===== src/rtl/alsu_pkg.sv =====
package alsu_pkg;
  typedef enum logic [1:0] {
    PATH_ARITH = 2'b00,
    PATH_LOGIC = 2'b01,
    PATH_SHR   = 2'b10,
    PATH_SHL   = 2'b11
  } path_e;

  localparam logic [1:0] SHK_LOGICAL = 2'b00;
  localparam logic [1:0] SHK_ARITH   = 2'b01;
endpackage


===== src/rtl/alsu_arith.sv =====
module alsu_arith #(
  parameter int WIDTH = 8
) (
  input  logic [WIDTH-1:0] a,
  input  logic [WIDTH-1:0] b,
  input  logic [2:0]       func,
  output logic [WIDTH-1:0] y
);
  logic [WIDTH-1:0] addend;
  logic             cin;

  // Every arithmetic code is A + addend + carry; only the addend and the carry vary.
  always_comb begin
    case (func)
      3'b000:  begin addend = b;               cin = 1'b0; end
      3'b001:  begin addend = b;               cin = 1'b1; end
      3'b010:  begin addend = ~b;              cin = 1'b1; end
      3'b011:  begin addend = '0;              cin = 1'b1; end
      3'b100:  begin addend = {WIDTH{1'b1}};   cin = 1'b0; end
      default: begin addend = '0;              cin = 1'b0; end
    endcase
  end

  assign y = a + addend + {{(WIDTH-1){1'b0}}, cin};
endmodule


===== src/rtl/alsu_logic.sv =====
module alsu_logic #(
  parameter int WIDTH = 8
) (
  input  logic [WIDTH-1:0] a,
  input  logic [WIDTH-1:0] b,
  input  logic [1:0]       func,
  output logic [WIDTH-1:0] y
);
  always_comb begin
    case (func)
      2'b00:   y = a & b;
      2'b01:   y = a | b;
      2'b10:   y = a ^ b;
      default: y = ~a;
    endcase
  end
endmodule


===== src/rtl/alsu_shift.sv =====
module alsu_shift #(
  parameter int WIDTH = 8,
  parameter bit LEFT  = 1'b0
) (
  input  logic [WIDTH-1:0] a,
  input  logic [1:0]       kind,
  input  logic             serial_in,
  output logic [WIDTH-1:0] y
);
  import alsu_pkg::*;

  generate
    if (LEFT) begin : g_left
      always_comb begin
        if (kind[1])                  y = {a[WIDTH-2:0], a[WIDTH-1]};
        else if (kind == SHK_ARITH)   y = {a[WIDTH-2:0], 1'b0};
        else                          y = {a[WIDTH-2:0], serial_in};
      end
    end else begin : g_right
      always_comb begin
        if (kind[1])                  y = {a[0], a[WIDTH-1:1]};
        else if (kind == SHK_ARITH)   y = {a[WIDTH-1], a[WIDTH-1:1]};
        else                          y = {serial_in, a[WIDTH-1:1]};
      end
    end
  endgenerate
endmodule


===== src/rtl/alsu_top.sv =====
module alsu_top #(
  parameter int WIDTH = 8
) (
  input  logic             clk,
  input  logic             rst_n,
  input  logic             load_en,
  input  logic [WIDTH-1:0] opa,
  input  logic [WIDTH-1:0] opb,
  input  logic [1:0]       path_sel,
  input  logic [2:0]       func_sel,
  input  logic             serial_in,
  output logic [WIDTH-1:0] result_q,
  output logic             ovf_q
);
  import alsu_pkg::*;

  localparam int MSB = WIDTH - 1;

  logic [WIDTH-1:0] arith_y, logic_y, shr_y, shl_y, result_d;
  logic             ovf_d;
  path_e            path;

  assign path = path_e'(path_sel);

  alsu_arith #(.WIDTH(WIDTH)) arith_i (
    .a(opa), .b(opb), .func(func_sel), .y(arith_y));

  alsu_logic #(.WIDTH(WIDTH)) logic_i (
    .a(opa), .b(opb), .func(func_sel[1:0]), .y(logic_y));

  alsu_shift #(.WIDTH(WIDTH), .LEFT(1'b0)) shr_i (
    .a(opa), .kind(func_sel[1:0]), .serial_in(serial_in), .y(shr_y));

  alsu_shift #(.WIDTH(WIDTH), .LEFT(1'b1)) shl_i (
    .a(opa), .kind(func_sel[1:0]), .serial_in(serial_in), .y(shl_y));

  always_comb begin
    case (path)
      PATH_ARITH: result_d = arith_y;
      PATH_LOGIC: result_d = logic_y;
      PATH_SHR:   result_d = shr_y;
      default:    result_d = shl_y;
    endcase
  end

  // A sign change on doubling is seen from the two top bits before the shift.
  assign ovf_d = (path == PATH_SHL) && (func_sel[1:0] == SHK_ARITH)
                 && (opa[MSB] ^ opa[MSB-1]);

  always_ff @(posedge clk or negedge rst_n) begin
    if (!rst_n) begin
      result_q <= '0;
      ovf_q    <= 1'b0;
    end else if (load_en) begin
      result_q <= result_d;
      ovf_q    <= ovf_d;
    end
  end
endmodule


===== config.mk =====
export PLATFORM = sky130hd
export DESIGN_NAME = alsu_top
export DESIGN_NICKNAME = d
export VERILOG_FILES = /design/src/rtl/alsu_pkg.sv /design/src/rtl/alsu_arith.sv /design/src/rtl/alsu_logic.sv /design/src/rtl/alsu_shift.sv /design/src/rtl/alsu_top.sv
export SDC_FILE = /design/constraint.sdc
export NUM_CORES = 1
export LEC_CHECK = 0
export ABC_AREA = 1
export BUFFER_PORTS_ARGS = -buffer_cell sky130_fd_sc_hd__buf_4
export CAP_MARGIN = 20
export CORE_ASPECT_RATIO = 0.9
export CORE_MARGIN = 3
export CORE_UTILIZATION = 30
export DETAILED_ROUTE_END_ITERATION = 6
export PLACE_DENSITY = 0.6
export SYNTH_ARGS = -nofsm -noshare
export SYNTH_HDL_FRONTEND = slang
export SYNTH_HIERARCHICAL = 1
export SYNTH_SLANG_ARGS = --single-unit

===== constraint.sdc =====
create_clock -name clk -period 1.35 [get_ports clk]
set_input_delay 0.0675 -clock clk [delete_from_list [all_inputs] [get_ports clk]]
set_output_delay 0.0675 -clock clk [all_outputs]
set_load 0.005 [all_outputs]

After elaboration in Yosys (flattened, before gate mapping). Index checks and enable logic that the tools add are counted. W data, S select, Z words.

Flip-flop bits (word level): 9. Bits of input ports: 25.

Add/subtract/negate cells: 2. Eq/ne operators: 9. Multiplexer cells: 8. Bitwise logic cells: 6. Reduce and logical (&&, ||, !) cells: 7.

Operator list (count): $pmux W8 S3 (3); $mux W8 (2); $not A8 Y8 (2); $add A8 B1 Y8 (1); $add A8 B8 Y8 (1); $and A8 B8 Y8 (1); $or A8 B8 Y8 (1); $xor A8 B8 Y8 (1); $eq A2 B2 Y1 const B (3); $eq A3 B2 Y1 const B (2); $eq A2 B1 Y1 const B (2); $logic_not A2 Y1 (2); $eq A3 B1 Y1 const B (1); $eq A3 B3 Y1 const B (1); $logic_not A3 Y1 (1); $mux W1 (3); $reduce_or A3 Y1 (1); $logic_and A1 B1 Y1 (2); $reduce_or A2 Y1 (1); $xor A1 B1 Y1 (1).

Depth between registers and ports, before layout. Gate-level depths: netlist (run 1).

Word-level depth: 6. Mapped depth: 15.

Modules after synthesis. Netlist (run 1), hierarchy kept.

By module, submodules not included: alsu_top (instances 1, cells each 98, area an instance 624.3 um2); alsu_logic (instances 1, cells each 86, area an instance 560.5 um2); alsu_arith (instances 1, cells each 73, area an instance 436.7 um2); alsu_shift at shr_i (instances 1, cells each 16, area an instance 87.6 um2); alsu_shift at shl_i (instances 1, cells each 11, area an instance 67.6 um2).

Least setup slack after synthesis (run 1). Ideal clock, no wire load.

Path type: input -> register. From: in func_sel[2]. To: reg result_q[6]. Library setup time: 0.116 ns. Data arrival time: 1.810 ns. Data required time: 1.234 ns. Setup slack: -0.576 ns. Stages on the path: 14. Path through: nor2_1 > nand2_1 > o211ai_1 > fa_1 > fa_1 > nand3_1 > nand2_1 > nand2_1 > nand2_1 > xor2_1 > nand2_1 > nand3_1 > nand2_1 > nand2_1.

Cells in the longest elaborated chain, start to end: 6. Elaborated cells between the ends (all ways): 12.

RTL lines: start, declared (RTL line alsu_top.sv:10) `input logic [2:0] func_sel,`; $eq A3 B1 Y1 or $logic_not A3 Y1 (tied branches) (RTL line alsu_arith.sv:14) `case (func)`; $reduce_or A2 Y1 (no source line); $pmux W8 S3 (RTL line alsu_arith.sv:14); $add A8 B8 Y8 (RTL line alsu_arith.sv:24) `assign y = a + addend + {{(WIDTH-1){1'b0}}, cin};`; $add A8 B1 Y8 (*) (RTL line alsu_arith.sv:24); via arith_y[6] (RTL line alsu_top.sv:19) `logic [WIDTH-1:0] arith_y, logic_y, shr_y, shl_y, result_d;`; $pmux W8 S3 (*) (RTL line alsu_top.sv:38) `case (path)`; end signal, assigned (RTL line alsu_top.sv:55) `result_q <= result_d;`; end, declared (RTL line alsu_top.sv:12) `output logic [WIDTH-1:0] result_q,`.

Mark *: on every way through the listed nets, which the timed path passes. The rest lies on a longest branch. A chain may end at the register's enable or synchronous reset.

Worst setup path after layout (run 1).
From: in func_sel[1]. To: reg result_q[6].

Same word-level chain as after synthesis.

==> flow_summary.html, run 1 <==
<table>
<tr><th>Metric</th><th>Value</th></tr>
<tr><th colspan="2">Synthesis</th></tr>
<tr><td>Register bit count reported by yosys</td><td>9</td></tr>
<tr><td>Gate Count Post-Synth</td><td>284</td></tr>
<tr><td>Netlist cell types</td><td>23</td></tr>
<tr><td>Number of warnings printed during yosys synthesis</td><td>6</td></tr>
<tr><td>Combined area of all synthesized cells</td><td>0.001777 mm2</td></tr>
<tr><td>Mean area per synthesized cell</td><td>6.256 um2</td></tr>
<tr><td>Synth area leaders</td><td>nand2_1 (18%), ha_1 (15%), dfrtp_1 (13%), nand3_1 (11%), inv_1 (8.2%)</td></tr>
<tr><td>Library cell with the largest summed area after synthesis</td><td>nand2_1</td></tr>
<tr><td>Share of Yosys cell area claimed by the top area cell type</td><td>18.38%</td></tr>
<tr><td>Nets in the synthesized netlist</td><td>333</td></tr>
<tr><td>Share of synthesized area occupied by flip-flops and latches</td><td>12.68%</td></tr>
<tr><th colspan="2">Detailed routing</th></tr>
<tr><td>Final wirelength</td><td>4.857 mm</td></tr>
<tr><td>Routed via count</td><td>1944</td></tr>
<tr><td>Number of nets with antenna violations after detailed routing</td><td>0</td></tr>
<tr><td>Drt first-iter violations</td><td>143</td></tr>
<tr><td>DRC violation count after routing</td><td>0</td></tr>
<tr><td>DR WL/cell</td><td>12.08 um</td></tr>
<tr><td>Detail-routed via count per cell</td><td>4.836</td></tr>
<tr><td>DR pass1 iterations</td><td>4</td></tr>
<tr><th colspan="2">Timing</th></tr>
<tr><td>Final Max Slew Viols</td><td>0</td></tr>
<tr><td>Final setup fails</td><td>7</td></tr>
<tr><td>Slew @ Worst Pin</td><td>0.2736 ns</td></tr>
<tr><td>Final critical-path required period</td><td>1.692 ns</td></tr>
<tr><td>Crit share post-route</td><td>125.4%</td></tr>
<tr><td>Unrepaired setup endpoints after global routing</td><td>yes</td></tr>
<tr><td>Setup WS post-layout</td><td>-0.3423 ns</td></tr>
<tr><td>Setup Total Neg Slack</td><td>-1.691 ns</td></tr>
<tr><td>Final hold viol count</td><td>0</td></tr>
<tr><td>Setup skew after layout</td><td>0 ns</td></tr>
<tr><td>Worst slew margin relative to its limit</td><td>81.74%</td></tr>
<tr><td>Fmax</td><td>590.9 MHz</td></tr>
<tr><th colspan="2">Floorplan</th></tr>
<tr><td>Row Count</td><td>25</td></tr>
<tr><td>Io pins</td><td>34</td></tr>
<tr><td>Total core area</td><td>0.005474 mm2</td></tr>
<tr><td>Overall die area</td><td>0.006883 mm2</td></tr>
<tr><td>Die boundary height</td><td>79.01 um</td></tr>
<tr><td>Initial core utilization</td><td>32.46%</td></tr>
<tr><td>Die W</td><td>87.12 um</td></tr>
<tr><th colspan="2">Power</th></tr>
<tr><td>Internal portion of total power</td><td>0.0008772 W</td></tr>
<tr><td>Cell leakage power</td><td>1.312 nW</td></tr>
<tr><td>Logic pwr share</td><td>54.5%</td></tr>
<tr><td>Switching part of the total power</td><td>37.09%</td></tr>
<tr><td>Sequential share of power</td><td>23.3%</td></tr>
<tr><td>Net switching power</td><td>0.0005171 W</td></tr>
<tr><td>Power density cells</td><td>591.5 mW/mm2</td></tr>
<tr><td>Maximum resistive drop on vdd</td><td>0.3383 mV</td></tr>
<tr><td>Clock power frac</td><td>22.2%</td></tr>
<tr><th colspan="2">Placed design</th></tr>
<tr><td>Routability cong.</td><td>0.8983</td></tr>
<tr><td>Placement Setup Slack</td><td>-0.6517 ns</td></tr>
<tr><td>Total half-perimeter wirelength after legalization and detailed placement</td><td>3.946 mm</td></tr>
<tr><td>Port Buf Inserts</td><td>33</td></tr>
<tr><th colspan="2">GRT</th></tr>
<tr><td>Largest net degree at the start of global routing</td><td>19</td></tr>
<tr><td>Antenna violations before repair</td><td>0</td></tr>
<tr><td>Global-route wire length before repair</td><td>8.280 mm</td></tr>
<tr><td>GR Util All Layers</td><td>14.86%</td></tr>
<tr><td>Number of global-route vias before repair</td><td>1839</td></tr>
<tr><td>Final global-route overflow total</td><td>0</td></tr>
<tr><th colspan="2">Clocking</th></tr>
<tr><td>Total number of clock tree sinks</td><td>9</td></tr>
<tr><td>CTS tree</td><td>built</td></tr>
<tr><td>Cts bufs inserted</td><td>3</td></tr>
<tr><td>Clock Path Buffers</td><td>2</td></tr>
<tr><td>Clk_lat worst skew</td><td>0.23 ns</td></tr>
<tr><td>Clock Root Buffer</td><td>clkbuf_8</td></tr>
<tr><td>Register clock-pin slew on the reported worst setup and hold paths</td><td>0.04 ns</td></tr>
<tr><td>CTS H-tree depth</td><td>1</td></tr>
<tr><th colspan="2">Worst setup path</th></tr>
<tr><td>Category of the most critical setup path</td><td>in2reg</td></tr>
<tr><td>Maximum fanout along the worst path</td><td>6</td></tr>
<tr><td>Kind of launch point of the worst setup path</td><td>input pin</td></tr>
<tr><td>Data arrival time of the worst path</td><td>1.82 ns</td></tr>
<tr><td>Critical path data required time</td><td>1.48 ns</td></tr>
<tr><td>Sort of element at the end of the critical path</td><td>flop</td></tr>
<tr><th colspan="2">Finish</th></tr>
<tr><td>Fraction of final layout cells with drive strength greater than 1</td><td>27.46%</td></tr>
<tr><td>P&amp;R area growth vs syn</td><td>32.68%</td></tr>
<tr><td>Final nets</td><td>385</td></tr>
<tr><td>Total inserted antenna cells</td><td>0</td></tr>
<tr><th colspan="2">Run status</th></tr>
<tr><td>Violations in the final reports</td><td>setup timing</td></tr>
<tr><td>Result of the run</td><td>finished with violations</td></tr>
<tr><th colspan="2">Job</th></tr>
<tr><td>Max-cap violations</td><td>0</td></tr>
<tr><th colspan="2">Worst hold path</th></tr>
<tr><td>Worst hold path type</td><td>in2async</td></tr>
</table>
-- layout by cell type, fill, tap and decap left out --
cell type	count
nand4_1	9
nand2_2	6
nor2_4	5
nand3_1	37
inv_2	1
dlygate4sd3_1	1
fa_2	2
a21oi_1	2
inv_1	39
dfrtp_1	9
nand2_4	2
clkbuf_8	3
buf_12	3
o211ai_1	7
o21ai_1	2
buf_6	4
a21oi_2	2
ha_1	22
o21ai_0	6
xor2_1	5
inv_8	1
clkbuf_1	1
nand3_2	2
buf_4	59
nand2_1	81
nor2_8	1
buf_8	1
nor2_1	22
-- routing by layer --
| layer | global-route usage [%] | wire [um] |
|---|---|---|
| met1 | 20.67 | 2316 |
| met2 | 24.43 | 2230 |
| met3 | 2.282 | 269 |
| met4 | 2.761 | 41 |
| met5 | 0 | 0 |
-- worst max-delay path: stages --
cell      delay [ns]
buf_12          0.10
nor2_4          0.04
nand2_4         0.06
o211ai_1        0.11
fa_2            0.41
fa_2            0.36
nand3_2         0.07
nand2_2         0.06
nand2_1         0.06
nand2_1         0.05
xor2_1          0.17
nand2_1         0.07
nand3_1         0.07
nand2_1         0.07
nand2_1         0.05
-- sequential cells by signal, summed over array words and instances (netlist names) --
name and cells:
ovf_q 1, result_q 8
-- cell usage after synthesis --
| master | n |
|---|---|
| nand3_1 | 39 |
| nor2_1 | 23 |
| o21ai_1 | 2 |
| inv_8 | 1 |
| xor2_1 | 5 |
| o21ai_0 | 6 |
| nor2_8 | 1 |
| dfrtp_1 | 9 |
| o211ai_1 | 7 |
| buf_6 | 5 |
| nor2_4 | 3 |
| buf_8 | 1 |
| nand4_1 | 9 |
| inv_1 | 39 |
| buf_2 | 1 |
| nor2_2 | 1 |
| inv_2 | 1 |
| ha_1 | 22 |
| nand2_2 | 2 |
| fa_1 | 2 |
| a21oi_1 | 4 |
| nand2_1 | 87 |
| buf_4 | 14 |
-- metrics by stage --
step / power [W] / cells / util, % / hold WS (ns) / cell area, um2
after floorplan: 0.0007435 / 284 / - / -0.2281 / 1802
after global placement: 0.001034 / 393 / 40.00 / -0.1047 / 2190
after detailed placement: 0.001039 / 393 / 40.00 / -0.1020 / 2190
after CTS: 0.001397 / 401 / 42.61 / 0.1915 / 2332
after global routing: 0.001524 / 402 / 43.06 / 0.2206 / 2357
final: 0.001394 / 402 / 43.06 / 0.1946 / 2357
-- timing repair --
action	CTS	global route
hold buffers	1	0
setup buffers	3	1
setup endpoints to repair	7	7
gates resized for setup	17	5
pin swaps	24	18
endpoints found under the hold margin	9	0
gates cloned	0	0
-- worst paths after layout --
check | from | to | slack, ns | depth (start not counted)
worst max-delay path | func_sel[1] | result_q[6] | -0.34 | 15
worst min-delay path | rst_n | result_q[6] | 0.19 | 2
worst max register to register | ovf_q | ovf_q | 0.74 | 2
worst min register to register | result_q[3] | result_q[3] | 0.47 | 2
max in group asynchronous | rst_n | result_q[5] | 1.02 | 2
min in group clk | opa[7] | ovf_q | 0.20 | 4
-- cells by family (layout without fill, tap and decap cells) --
logic type / count (synthesis) / after routing / share of synthesized area, %
and+or+nand+nor: 165 / 165 / 41.48
buffers and inverters: 62 / 113 / 19.29
adders and majority gates: 24 / 24 / 17.75
AOI/OAI and AO/OA: 19 / 19 / 6.338
xor gates and xnor gates: 5 / 5 / 2.465
DFF: 9 / 9 / 12.68
-- cell type report --
cell class | count | area [um2]
Inverter | 41 | 161.4
Timing Repair Buffer | 68 | 573.1
Sequential cell | 9 | 225.2
Tap cell | 67 | 83.83
Fill cell | 572 | 3117
Clock buffer | 4 | 45.04
Multi-Input combinational cell | 213 | 1269
-- power groups by stage --
| stage | combinational, W | sequential [W] | clock, W |
|---|---|---|---|
| after global routing | 0.000857 | 0.000328 | 0.000339 |
| after global placement | 0.000706 | 0.000328 | 0 |
| after detailed placement | 0.000711 | 0.000328 | 0 |
| after floorplan | 0.000414 | 0.000330 | 0 |
| after CTS | 0.000752 | 0.000325 | 0.000320 |
| final | 0.000760 | 0.000325 | 0.000310 |
Power figures use the tool's default switching activity.
==> run 2, diff against run 1 <==
--- a/config.mk
+++ b/config.mk
@@ -5,14 +5,13 @@
 export SDC_FILE = /design/constraint.sdc
 export NUM_CORES = 1
 export LEC_CHECK = 0
-export ABC_AREA = 1
 export BUFFER_PORTS_ARGS = -buffer_cell sky130_fd_sc_hd__buf_4
 export CAP_MARGIN = 20
 export CORE_ASPECT_RATIO = 0.9
 export CORE_MARGIN = 3
 export CORE_UTILIZATION = 30
 export DETAILED_ROUTE_END_ITERATION = 6
-export PLACE_DENSITY = 0.6
+export PLACE_DENSITY = 0.61
 export SYNTH_ARGS = -nofsm -noshare
 export SYNTH_HDL_FRONTEND = slang
 export SYNTH_HIERARCHICAL = 1
==> constraint.sdc (replaced) <==
create_clock -name clk -period 1.36 [get_ports clk]
set_input_delay 0.068 -clock clk [delete_from_list [all_inputs] [get_ports clk]]
set_output_delay 0.068 -clock clk [all_outputs]
set_load 0.005 [all_outputs]
==> run 2 against run 1 <==
Compared with the run above:
- the run still ends with setup timing left
- combinational power is 6.7% higher
- power is 4.6% higher
- sequential share of layout area hardly changed
- synthesized cell count is 39% lower
- utilization is 0.80 points higher
- critical path depth is 4 lower
- sequential power is 1% higher
- via count is 29% lower
- register-to-register slack worse by 0.22 ns
- worst hold slack worse by 0.051 ns
- global-route usage is 1.8 points lower
- critical endpoint is now result_q[7]
- highest routed layer unchanged
==> flow_summary.html, run 2 <==
<table>
<tr><th>Metric</th><th>Value</th></tr>
<tr><th colspan="2">Run status</th></tr>
<tr><td>Result of the run</td><td>finished with violations</td></tr>
<tr><td>Violations in the final reports</td><td>setup timing</td></tr>
<tr><th colspan="2">Worst setup path</th></tr>
<tr><td>Category of the most critical setup path</td><td>in2reg</td></tr>
<tr><td>Slowest CP cell</td><td>o31ai_1</td></tr>
<tr><td>Kind of launch point of the worst setup path</td><td>input pin</td></tr>
<tr><td>Timing startpoint of the critical path</td><td>func_sel[0]</td></tr>
<tr><td>Count of buffer and inverter cells on the critical path</td><td>1</td></tr>
<tr><td>Sort of element at the end of the critical path</td><td>flop</td></tr>
<tr><td>Maximum fanout along the worst path</td><td>5</td></tr>
<tr><td>Launching point of the worst reg2reg path</td><td>ovf_q</td></tr>
<tr><td>Critical path's top delay family</td><td>compound AO/OA/AOI/OAI gates</td></tr>
<tr><td>Peak per-stage delay on the critical path</td><td>0.30 ns</td></tr>
<tr><td>Data arrival time of the worst path</td><td>2.15 ns</td></tr>
<tr><td>Critical path data required time</td><td>1.51 ns</td></tr>
<tr><td>Sequence of cells on the critical path</td><td>buf_8 &gt; nand2b_4 &gt; mux2_2 &gt; o21ai_2 &gt; ha_4 &gt; a211oi_2 &gt; o311ai_2 &gt; o31ai_1 &gt; xnor2_1 &gt; mux2i_1 &gt; o221ai_1</td></tr>
<tr><th colspan="2">Synthesis</th></tr>
<tr><td>Post-synth ARST share</td><td>100.0%</td></tr>
<tr><td>Synth area leaders</td><td>ha_1 (16%), dfrtp_1 (13%), mux4_2 (11%), mux2i_1 (10%), buf_4 (6.2%)</td></tr>
<tr><td>Share of Yosys cell area claimed by the top area cell type</td><td>16.26%</td></tr>
<tr><td>Most used standard cells in the synthesized netlist</td><td>inv_1 (25), ha_1 (22), mux2i_1 (17)</td></tr>
<tr><td>Netlist cell types</td><td>35</td></tr>
<tr><td>Dominant synthesized flop cell</td><td>dfrtp_1</td></tr>
<tr><td>Mean area per synthesized cell</td><td>9.729 um2</td></tr>
<tr><td>Nets in the synthesized netlist</td><td>223</td></tr>
<tr><td>Combined area of all synthesized cells</td><td>0.001693 mm2</td></tr>
<tr><td>Library cell with the largest summed area after synthesis</td><td>ha_1</td></tr>
<tr><td>Number of warnings printed during yosys synthesis</td><td>6</td></tr>
<tr><td>Share of synthesized area occupied by flip-flops and latches</td><td>13.30%</td></tr>
<tr><td>Number of flops mapped to enable cells by yosys</td><td>0</td></tr>
<tr><td>Register bit count reported by yosys</td><td>9</td></tr>
<tr><td>Most used standard cell by instance count after synthesis</td><td>inv_1</td></tr>
<tr><td>Gate Count Post-Synth</td><td>174</td></tr>
<tr><th colspan="2">Finish</th></tr>
<tr><td>Register with the most flip-flops</td><td>result_q</td></tr>
<tr><td>Final nets</td><td>286</td></tr>
<tr><td>P&amp;R area growth vs syn</td><td>38.58%</td></tr>
<tr><td>Commonest cells after routing, fill and taps aside</td><td>buf_4 (74), inv_1 (25), ha_1 (21), mux2i_1 (17)</td></tr>
<tr><td>Fraction of final layout cells with drive strength greater than 1</td><td>49.15%</td></tr>
<tr><td>Total inserted antenna cells</td><td>0</td></tr>
<tr><td>Largest registers</td><td>result_q: 8 flops, ovf_q: 1 flops</td></tr>
<tr><td>Most common cell after layout, fill and taps aside</td><td>buf_4</td></tr>
<tr><td>Max reg flops</td><td>8</td></tr>
<tr><th colspan="2">Timing</th></tr>
<tr><td>Fmax</td><td>499.0 MHz</td></tr>
<tr><td>Setup skew after layout</td><td>0 ns</td></tr>
<tr><td>Slew @ Worst Pin</td><td>0.2799 ns</td></tr>
<tr><td>Crit share post-route</td><td>147.4%</td></tr>
<tr><td>Worst slew margin relative to its limit</td><td>81.31%</td></tr>
<tr><td>Final setup fails</td><td>7</td></tr>
<tr><td>Setup Total Neg Slack</td><td>-3.270 ns</td></tr>
<tr><td>Final critical-path required period</td><td>2.004 ns</td></tr>
<tr><td>Unrepaired setup endpoints after global routing</td><td>yes</td></tr>
<tr><td>Final hold viol count</td><td>0</td></tr>
<tr><td>Setup WS post-layout</td><td>-0.6441 ns</td></tr>
<tr><td>Final Max Slew Viols</td><td>0</td></tr>
<tr><th colspan="2">Floorplan</th></tr>
<tr><td>Row Count</td><td>25</td></tr>
<tr><td>Die boundary height</td><td>77.27 um</td></tr>
<tr><td>Die W</td><td>85.18 um</td></tr>
<tr><td>Io pins</td><td>34</td></tr>
<tr><td>Total core area</td><td>0.005349 mm2</td></tr>
<tr><td>Overall die area</td><td>0.006581 mm2</td></tr>
<tr><td>Initial core utilization</td><td>31.65%</td></tr>
<tr><th colspan="2">Clocking</th></tr>
<tr><td>CTS H-tree depth</td><td>1</td></tr>
<tr><td>Total number of clock tree sinks</td><td>9</td></tr>
<tr><td>Clk_lat worst skew</td><td>0.24 ns</td></tr>
<tr><td>Clock Path Buffers</td><td>2</td></tr>
<tr><td>CTS tree</td><td>built</td></tr>
<tr><td>Clock Root Buffer</td><td>clkbuf_8</td></tr>
<tr><td>Register clock-pin slew on the reported worst setup and hold paths</td><td>0.05 ns</td></tr>
<tr><td>Cts bufs inserted</td><td>3</td></tr>
<tr><th colspan="2">Job</th></tr>
<tr><td>Max-cap violations</td><td>0</td></tr>
<tr><th colspan="2">Placed design</th></tr>
<tr><td>Total half-perimeter wirelength after legalization and detailed placement</td><td>3.398 mm</td></tr>
<tr><td>Port Buf Inserts</td><td>33</td></tr>
<tr><td>Routability cong.</td><td>0.8567</td></tr>
<tr><th colspan="2">Detailed routing</th></tr>
<tr><td>DR WL/cell</td><td>13.47 um</td></tr>
<tr><td>Final wirelength</td><td>4.082 mm</td></tr>
<tr><td>Routed via count</td><td>1381</td></tr>
<tr><td>Drt first-iter violations</td><td>59</td></tr>
<tr><td>DRC violation count after routing</td><td>0</td></tr>
<tr><td>DR pass1 iterations</td><td>4</td></tr>
<tr><td>Detail-routed via count per cell</td><td>4.558</td></tr>
<tr><td>Number of nets with antenna violations after detailed routing</td><td>0</td></tr>
<tr><th colspan="2">GRT</th></tr>
<tr><td>Largest net degree at the start of global routing</td><td>18</td></tr>
<tr><td>Final global-route overflow total</td><td>0</td></tr>
<tr><td>Number of global-route vias before repair</td><td>1419</td></tr>
<tr><td>Antenna violations before repair</td><td>0</td></tr>
<tr><td>GR Util All Layers</td><td>13.04%</td></tr>
<tr><td>Global-route wire length before repair</td><td>6.872 mm</td></tr>
<tr><th colspan="2">Power</th></tr>
<tr><td>Power density cells</td><td>621.7 mW/mm2</td></tr>
<tr><td>Maximum resistive drop on vdd</td><td>0.5417 mV</td></tr>
<tr><td>Cell leakage power</td><td>1.194 nW</td></tr>
<tr><td>Overall power consumption</td><td>0.001459 W</td></tr>
<tr><th colspan="2">Worst hold path</th></tr>
<tr><td>Start point of the worst hold path</td><td>load_en</td></tr>
<tr><td>Worst hold path type</td><td>in2reg</td></tr>
</table>
run 2: kinds of logic (layout without fill, tap and decap cells):
| logic type | count (synthesis) | after routing | synth area share [%] |
|---|---|---|---|
| compound gates | 28 | 28 | 12.57 |
| buf+inv | 48 | 110 | 16.78 |
| mux | 32 | 32 | 25.35 |
| fa+ha+maj | 24 | 24 | 18.63 |
| simple gates | 25 | 25 | 8.796 |
| flops | 9 | 9 | 13.30 |
| xor+xnor | 8 | 8 | 4.583 |
run 2: cell type report:
type	count	area, um2
inverter	25	93.84
timing repair buffer	81	636.9
fill	529	3003
multi-input combinational	117	1261
tap	67	83.83
clock buffer	4	45.04
sequential	9	225.2
run 2: layer usage:
layer,GRT usage (%),share of wire (%),up-vias
met2,20.73,47,22
met3,1.504,3.2,5
met4,4.747,1.5,0
met1,18.04,48,634
li1,-,-,720
met5,0,0,-
run 2: worst register-to-register path, stage by stage, from the launching register on:
cell	delay (ns)
dfrtp_1	0.37
and2b_1	0.15
a31o_2	0.21
run 2: worst paths after layout:
| check | endpoint | slack, ns | cells after the start |
|---|---|---|---|
| max in group asynchronous | result_q[5] | 1.04 | 2 |
| setup reg to reg | ovf_q | 0.52 | 2 |
| setup / recovery | result_q[7] | -0.64 | 11 |
| min in group asynchronous | result_q[6] | 0.19 | 2 |
| hold / removal | ovf_q | 0.14 | 2 |
| hold reg to reg | result_q[1] | 0.50 | 2 |
run 2: timing repair:
| action | 4_1_cts | 5_1_grt |
|---|---|---|
| hold buffers | 1 | 0 |
| setup buffers | 2 | 2 |
| hold endpoints to repair | 9 | 0 |
| pin swaps | 6 | 4 |
| resized for setup | 10 | 5 |
| cloned | 0 | 0 |
| endpoints found under the setup margin | 8 | 8 |
run 2: through the flow:
| stage | instances | cell area, um2 | hold slack (ns) | worst slack, ns | util, % |
|---|---|---|---|---|---|
| after CTS | 301 | 2296 | 0.1453 | -0.5943 | 42.92 |
| after floorplan | 174 | 1737 | -0.2276 | -0.6849 | - |
| after global placement | 294 | 2185 | -0.1045 | -0.8969 | 40.84 |
| final | 303 | 2346 | 0.1435 | -0.6441 | 43.86 |
| after detailed placement | 294 | 2185 | -0.1038 | -0.8962 | 40.84 |
| after global routing | 303 | 2346 | 0.1648 | -0.7384 | 43.86 |
run 2: power by group:
part           internal (W)  switching, W
Combinational      0.000470      0.000341
Sequential         0.000309     0.0000202
Clock              0.000205      0.000113
==> run 3, diff against run 2 <==
--- a/config.mk
+++ b/config.mk
@@ -16,3 +16,4 @@
 export SYNTH_HDL_FRONTEND = slang
 export SYNTH_HIERARCHICAL = 1
 export SYNTH_SLANG_ARGS = --single-unit
+export TNS_END_PERCENT = 30
==> run 3 against run 2 <==
Compared with the run above:
- the flow still finishes with violations (setup timing)
- routed wire length fell by 7.4%
- die area did not move
- final area is 1.1% lower
- power is 1.8% lower
- register-to-register slack about the same
- largest cell class unchanged
==> flow_summary.html, run 3 (same netlist as run 2, synthesis figures left out) <==
<table>
<tr><th>Metric</th><th>Value</th></tr>
<tr><th colspan="2">Placed design</th></tr>
<tr><td>Placed inst area</td><td>0.002155 mm2</td></tr>
<tr><td>Port Buf Inserts</td><td>33</td></tr>
<tr><td>Routability cong.</td><td>0.7888</td></tr>
<tr><td>Total half-perimeter wirelength after legalization and detailed placement</td><td>3.263 mm</td></tr>
<tr><td>Placement Setup Slack</td><td>-0.9336 ns</td></tr>
<tr><th colspan="2">Power</th></tr>
<tr><td>Net switching power</td><td>0.0004594 W</td></tr>
<tr><td>Clock power frac</td><td>20.7%</td></tr>
<tr><td>Logic pwr share</td><td>56.2%</td></tr>
<tr><td>Power density cells</td><td>616.9 mW/mm2</td></tr>
<tr><td>Cell leakage power</td><td>1.167 nW</td></tr>
<tr><td>Overall power consumption</td><td>0.001432 W</td></tr>
<tr><td>Maximum resistive drop on vdd</td><td>0.4162 mV</td></tr>
<tr><td>Sequential share of power</td><td>23.1%</td></tr>
<tr><td>Internal portion of total power</td><td>0.0009725 W</td></tr>
<tr><td>Switching part of the total power</td><td>32.08%</td></tr>
<tr><th colspan="2">Floorplan</th></tr>
<tr><td>Io pins</td><td>34</td></tr>
<tr><td>Overall die area</td><td>0.006581 mm2</td></tr>
<tr><td>Initial core utilization</td><td>31.65%</td></tr>
<tr><td>Total core area</td><td>0.005349 mm2</td></tr>
<tr><td>Row Count</td><td>25</td></tr>
<tr><td>Die W</td><td>85.18 um</td></tr>
<tr><td>Die boundary height</td><td>77.27 um</td></tr>
<tr><th colspan="2">Finish</th></tr>
<tr><td>Fraction of final layout cells with drive strength greater than 1</td><td>49.57%</td></tr>
<tr><td>Total inserted antenna cells</td><td>0</td></tr>
<tr><td>Final core area utilization</td><td>43.39%</td></tr>
<tr><td>Post-Layout Inst Area</td><td>0.002321 mm2</td></tr>
<tr><td>Final nets</td><td>280</td></tr>
<tr><td>Register with the most flip-flops</td><td>result_q</td></tr>
<tr><td>Most common cell after layout, fill and taps aside</td><td>buf_4</td></tr>
<tr><td>Largest registers</td><td>result_q: 8 flops, ovf_q: 1 flops</td></tr>
<tr><td>Commonest cells after routing, fill and taps aside</td><td>buf_4 (70), inv_1 (25), ha_1 (20), mux2i_1 (17)</td></tr>
<tr><td>Max reg flops</td><td>8</td></tr>
<tr><td>Final-layout fill cell count</td><td>532</td></tr>
<tr><td>P&amp;R area growth vs syn</td><td>37.10%</td></tr>
<tr><th colspan="2">Worst setup path</th></tr>
<tr><td>Worst reg2reg path depth</td><td>2</td></tr>
<tr><td>Sort of element at the end of the critical path</td><td>flop</td></tr>
<tr><td>Kind of launch point of the worst setup path</td><td>input pin</td></tr>
<tr><td>Timing startpoint of the critical path</td><td>func_sel[0]</td></tr>
<tr><td>Most Frequent Cell on Critical Path</td><td>fa_2</td></tr>
<tr><td>Critical path data required time</td><td>1.50 ns</td></tr>
<tr><td>Critical path's top delay family</td><td>adder cells</td></tr>
<tr><td>Peak per-stage delay on the critical path</td><td>0.40 ns</td></tr>
<tr><td>RR Endpoint</td><td>ovf_q</td></tr>
<tr><td>Maximum fanout along the worst path</td><td>5</td></tr>
<tr><td>Data arrival time of the worst path</td><td>2.11 ns</td></tr>
<tr><td>Category of the most critical setup path</td><td>in2reg</td></tr>
<tr><td>Count of buffer and inverter cells on the critical path</td><td>1</td></tr>
<tr><td>Launching point of the worst reg2reg path</td><td>ovf_q</td></tr>
<tr><td>Slowest CP cell</td><td>fa_2</td></tr>
<tr><td>Setup slack of the worst register-to-register path</td><td>0.53 ns</td></tr>
<tr><td>Sequence of cells on the critical path</td><td>buf_8 &gt; nand2b_4 &gt; mux2_4 &gt; o21ai_4 &gt; fa_2 &gt; fa_2 &gt; a21oi_2 &gt; o211ai_1 &gt; a21oi_1 &gt; xnor2_1 &gt; mux2i_1 &gt; o221ai_1</td></tr>
<tr><th colspan="2">Detailed routing</th></tr>
<tr><td>Detail-routed via count per cell</td><td>4.657</td></tr>
<tr><td>DRC violation count after routing</td><td>0</td></tr>
<tr><td>DR WL/cell</td><td>12.72 um</td></tr>
<tr><td>Number of nets with antenna violations after detailed routing</td><td>0</td></tr>
<tr><td>Routed via count</td><td>1383</td></tr>
<tr><td>Final wirelength</td><td>3.779 mm</td></tr>
<tr><td>Drt first-iter violations</td><td>63</td></tr>
<tr><td>DR pass1 iterations</td><td>4</td></tr>
<tr><th colspan="2">Timing</th></tr>
<tr><td>Unrepaired setup endpoints after global routing</td><td>yes</td></tr>
<tr><td>Setup WS post-layout</td><td>-0.6119 ns</td></tr>
<tr><td>Crit share post-route</td><td>145.0%</td></tr>
<tr><td>Setup Total Neg Slack</td><td>-3.283 ns</td></tr>
<tr><td>Setup skew after layout</td><td>0 ns</td></tr>
<tr><td>Worst slew margin relative to its limit</td><td>81.89%</td></tr>
<tr><td>Final critical-path required period</td><td>1.972 ns</td></tr>
<tr><td>Final hold viol count</td><td>0</td></tr>
<tr><td>Slew @ Worst Pin</td><td>0.2711 ns</td></tr>
<tr><td>Fmax</td><td>507.1 MHz</td></tr>
<tr><td>Final setup fails</td><td>8</td></tr>
<tr><td>Final Max Slew Viols</td><td>0</td></tr>
<tr><th colspan="2">Worst hold path</th></tr>
<tr><td>Worst Hold End</td><td>ovf_q</td></tr>
<tr><td>Worst hold path type</td><td>in2reg</td></tr>
<tr><td>Hold depth</td><td>2</td></tr>
<tr><td>Start point of the worst hold path</td><td>load_en</td></tr>
<tr><th colspan="2">Job</th></tr>
<tr><td>Max-cap violations</td><td>0</td></tr>
<tr><th colspan="2">Clocking</th></tr>
<tr><td>CTS H-tree depth</td><td>1</td></tr>
<tr><td>Total number of clock tree sinks</td><td>9</td></tr>
<tr><td>Clock Root Buffer</td><td>clkbuf_8</td></tr>
<tr><td>Cts bufs inserted</td><td>3</td></tr>
<tr><td>Clock Path Buffers</td><td>2</td></tr>
<tr><td>Clk_lat worst skew</td><td>0.23 ns</td></tr>
<tr><td>CTS tree</td><td>built</td></tr>
<tr><td>Register clock-pin slew on the reported worst setup and hold paths</td><td>0.04 ns</td></tr>
<tr><th colspan="2">Run status</th></tr>
<tr><td>Result of the run</td><td>finished with violations</td></tr>
<tr><td>Violations in the final reports</td><td>setup timing</td></tr>
<tr><th colspan="2">GRT</th></tr>
<tr><td>Antenna violations before repair</td><td>0</td></tr>
<tr><td>Number of global-route vias before repair</td><td>1509</td></tr>
<tr><td>Final global-route overflow total</td><td>0</td></tr>
<tr><td>GR Util All Layers</td><td>11.69%</td></tr>
<tr><td>Largest net degree at the start of global routing</td><td>18</td></tr>
<tr><td>Global-route wire length before repair</td><td>6.444 mm</td></tr>
</table>
[run 3: what timing repair did]
action,CTS,global route
endpoints found under the setup margin,8,8
hold buffers,1,0
buffers inserted,1,1
resized for setup,14,5
hold endpoints to repair,9,0
pin swaps,8,1
gates cloned,0,0
[run 3: stage by stage]
step	std cells	hold WS (ns)
finish	297	0.1597
global route	297	0.1749
CTS	296	0.1691
detailed placement	290	-0.1057
global placement	290	-0.1059
floorplan	174	-0.2276
[run 3: worst max path at each step]
stage | end | slack (ns) | cells past startpoint
floorplan | result_q[6] | -0.69 | 12
global placement | result_q[5] | -0.89 | 11
detailed placement | result_q[5] | -0.93 | 11
CTS | result_q[6] | -0.59 | 12
global route | result_q[6] | -0.75 | 12
finish | result_q[6] | -0.61 | 12
[run 3: area by class of cell]
cell class	count	area, um2	share of cell area [%]
timing repair buffer	75	584.3	25.18
sequential	9	225.2	9.703
clock buffer	4	45.04	1.941
inverter	25	93.84	4.043
tap	67	83.83	3.612
multi-input combinational	117	1289	55.53
[run 3: per-layer routing]
layer  up-vias  part of all wire, %  global-route usage (%)
met5         -                    0                       0
met4         0                 0.26                   2.373
met3         2                  3.4                   1.611
met2        17                   51                   21.12
met1       654                   45                   14.65
li1        710                    -                       -
[run 3: power by group through the flow]
| stage | clock [W] | sequential [W] | combinational (W) |
|---|---|---|---|
| after global placement | 0 | 0.000333 | 0.000728 |
| after global routing | 0.000317 | 0.000338 | 0.000885 |
| after floorplan | 0 | 0.000337 | 0.000440 |
| after detailed placement | 0 | 0.000334 | 0.000740 |
| final | 0.000296 | 0.000330 | 0.000805 |
| after CTS | 0.000304 | 0.000331 | 0.000782 |
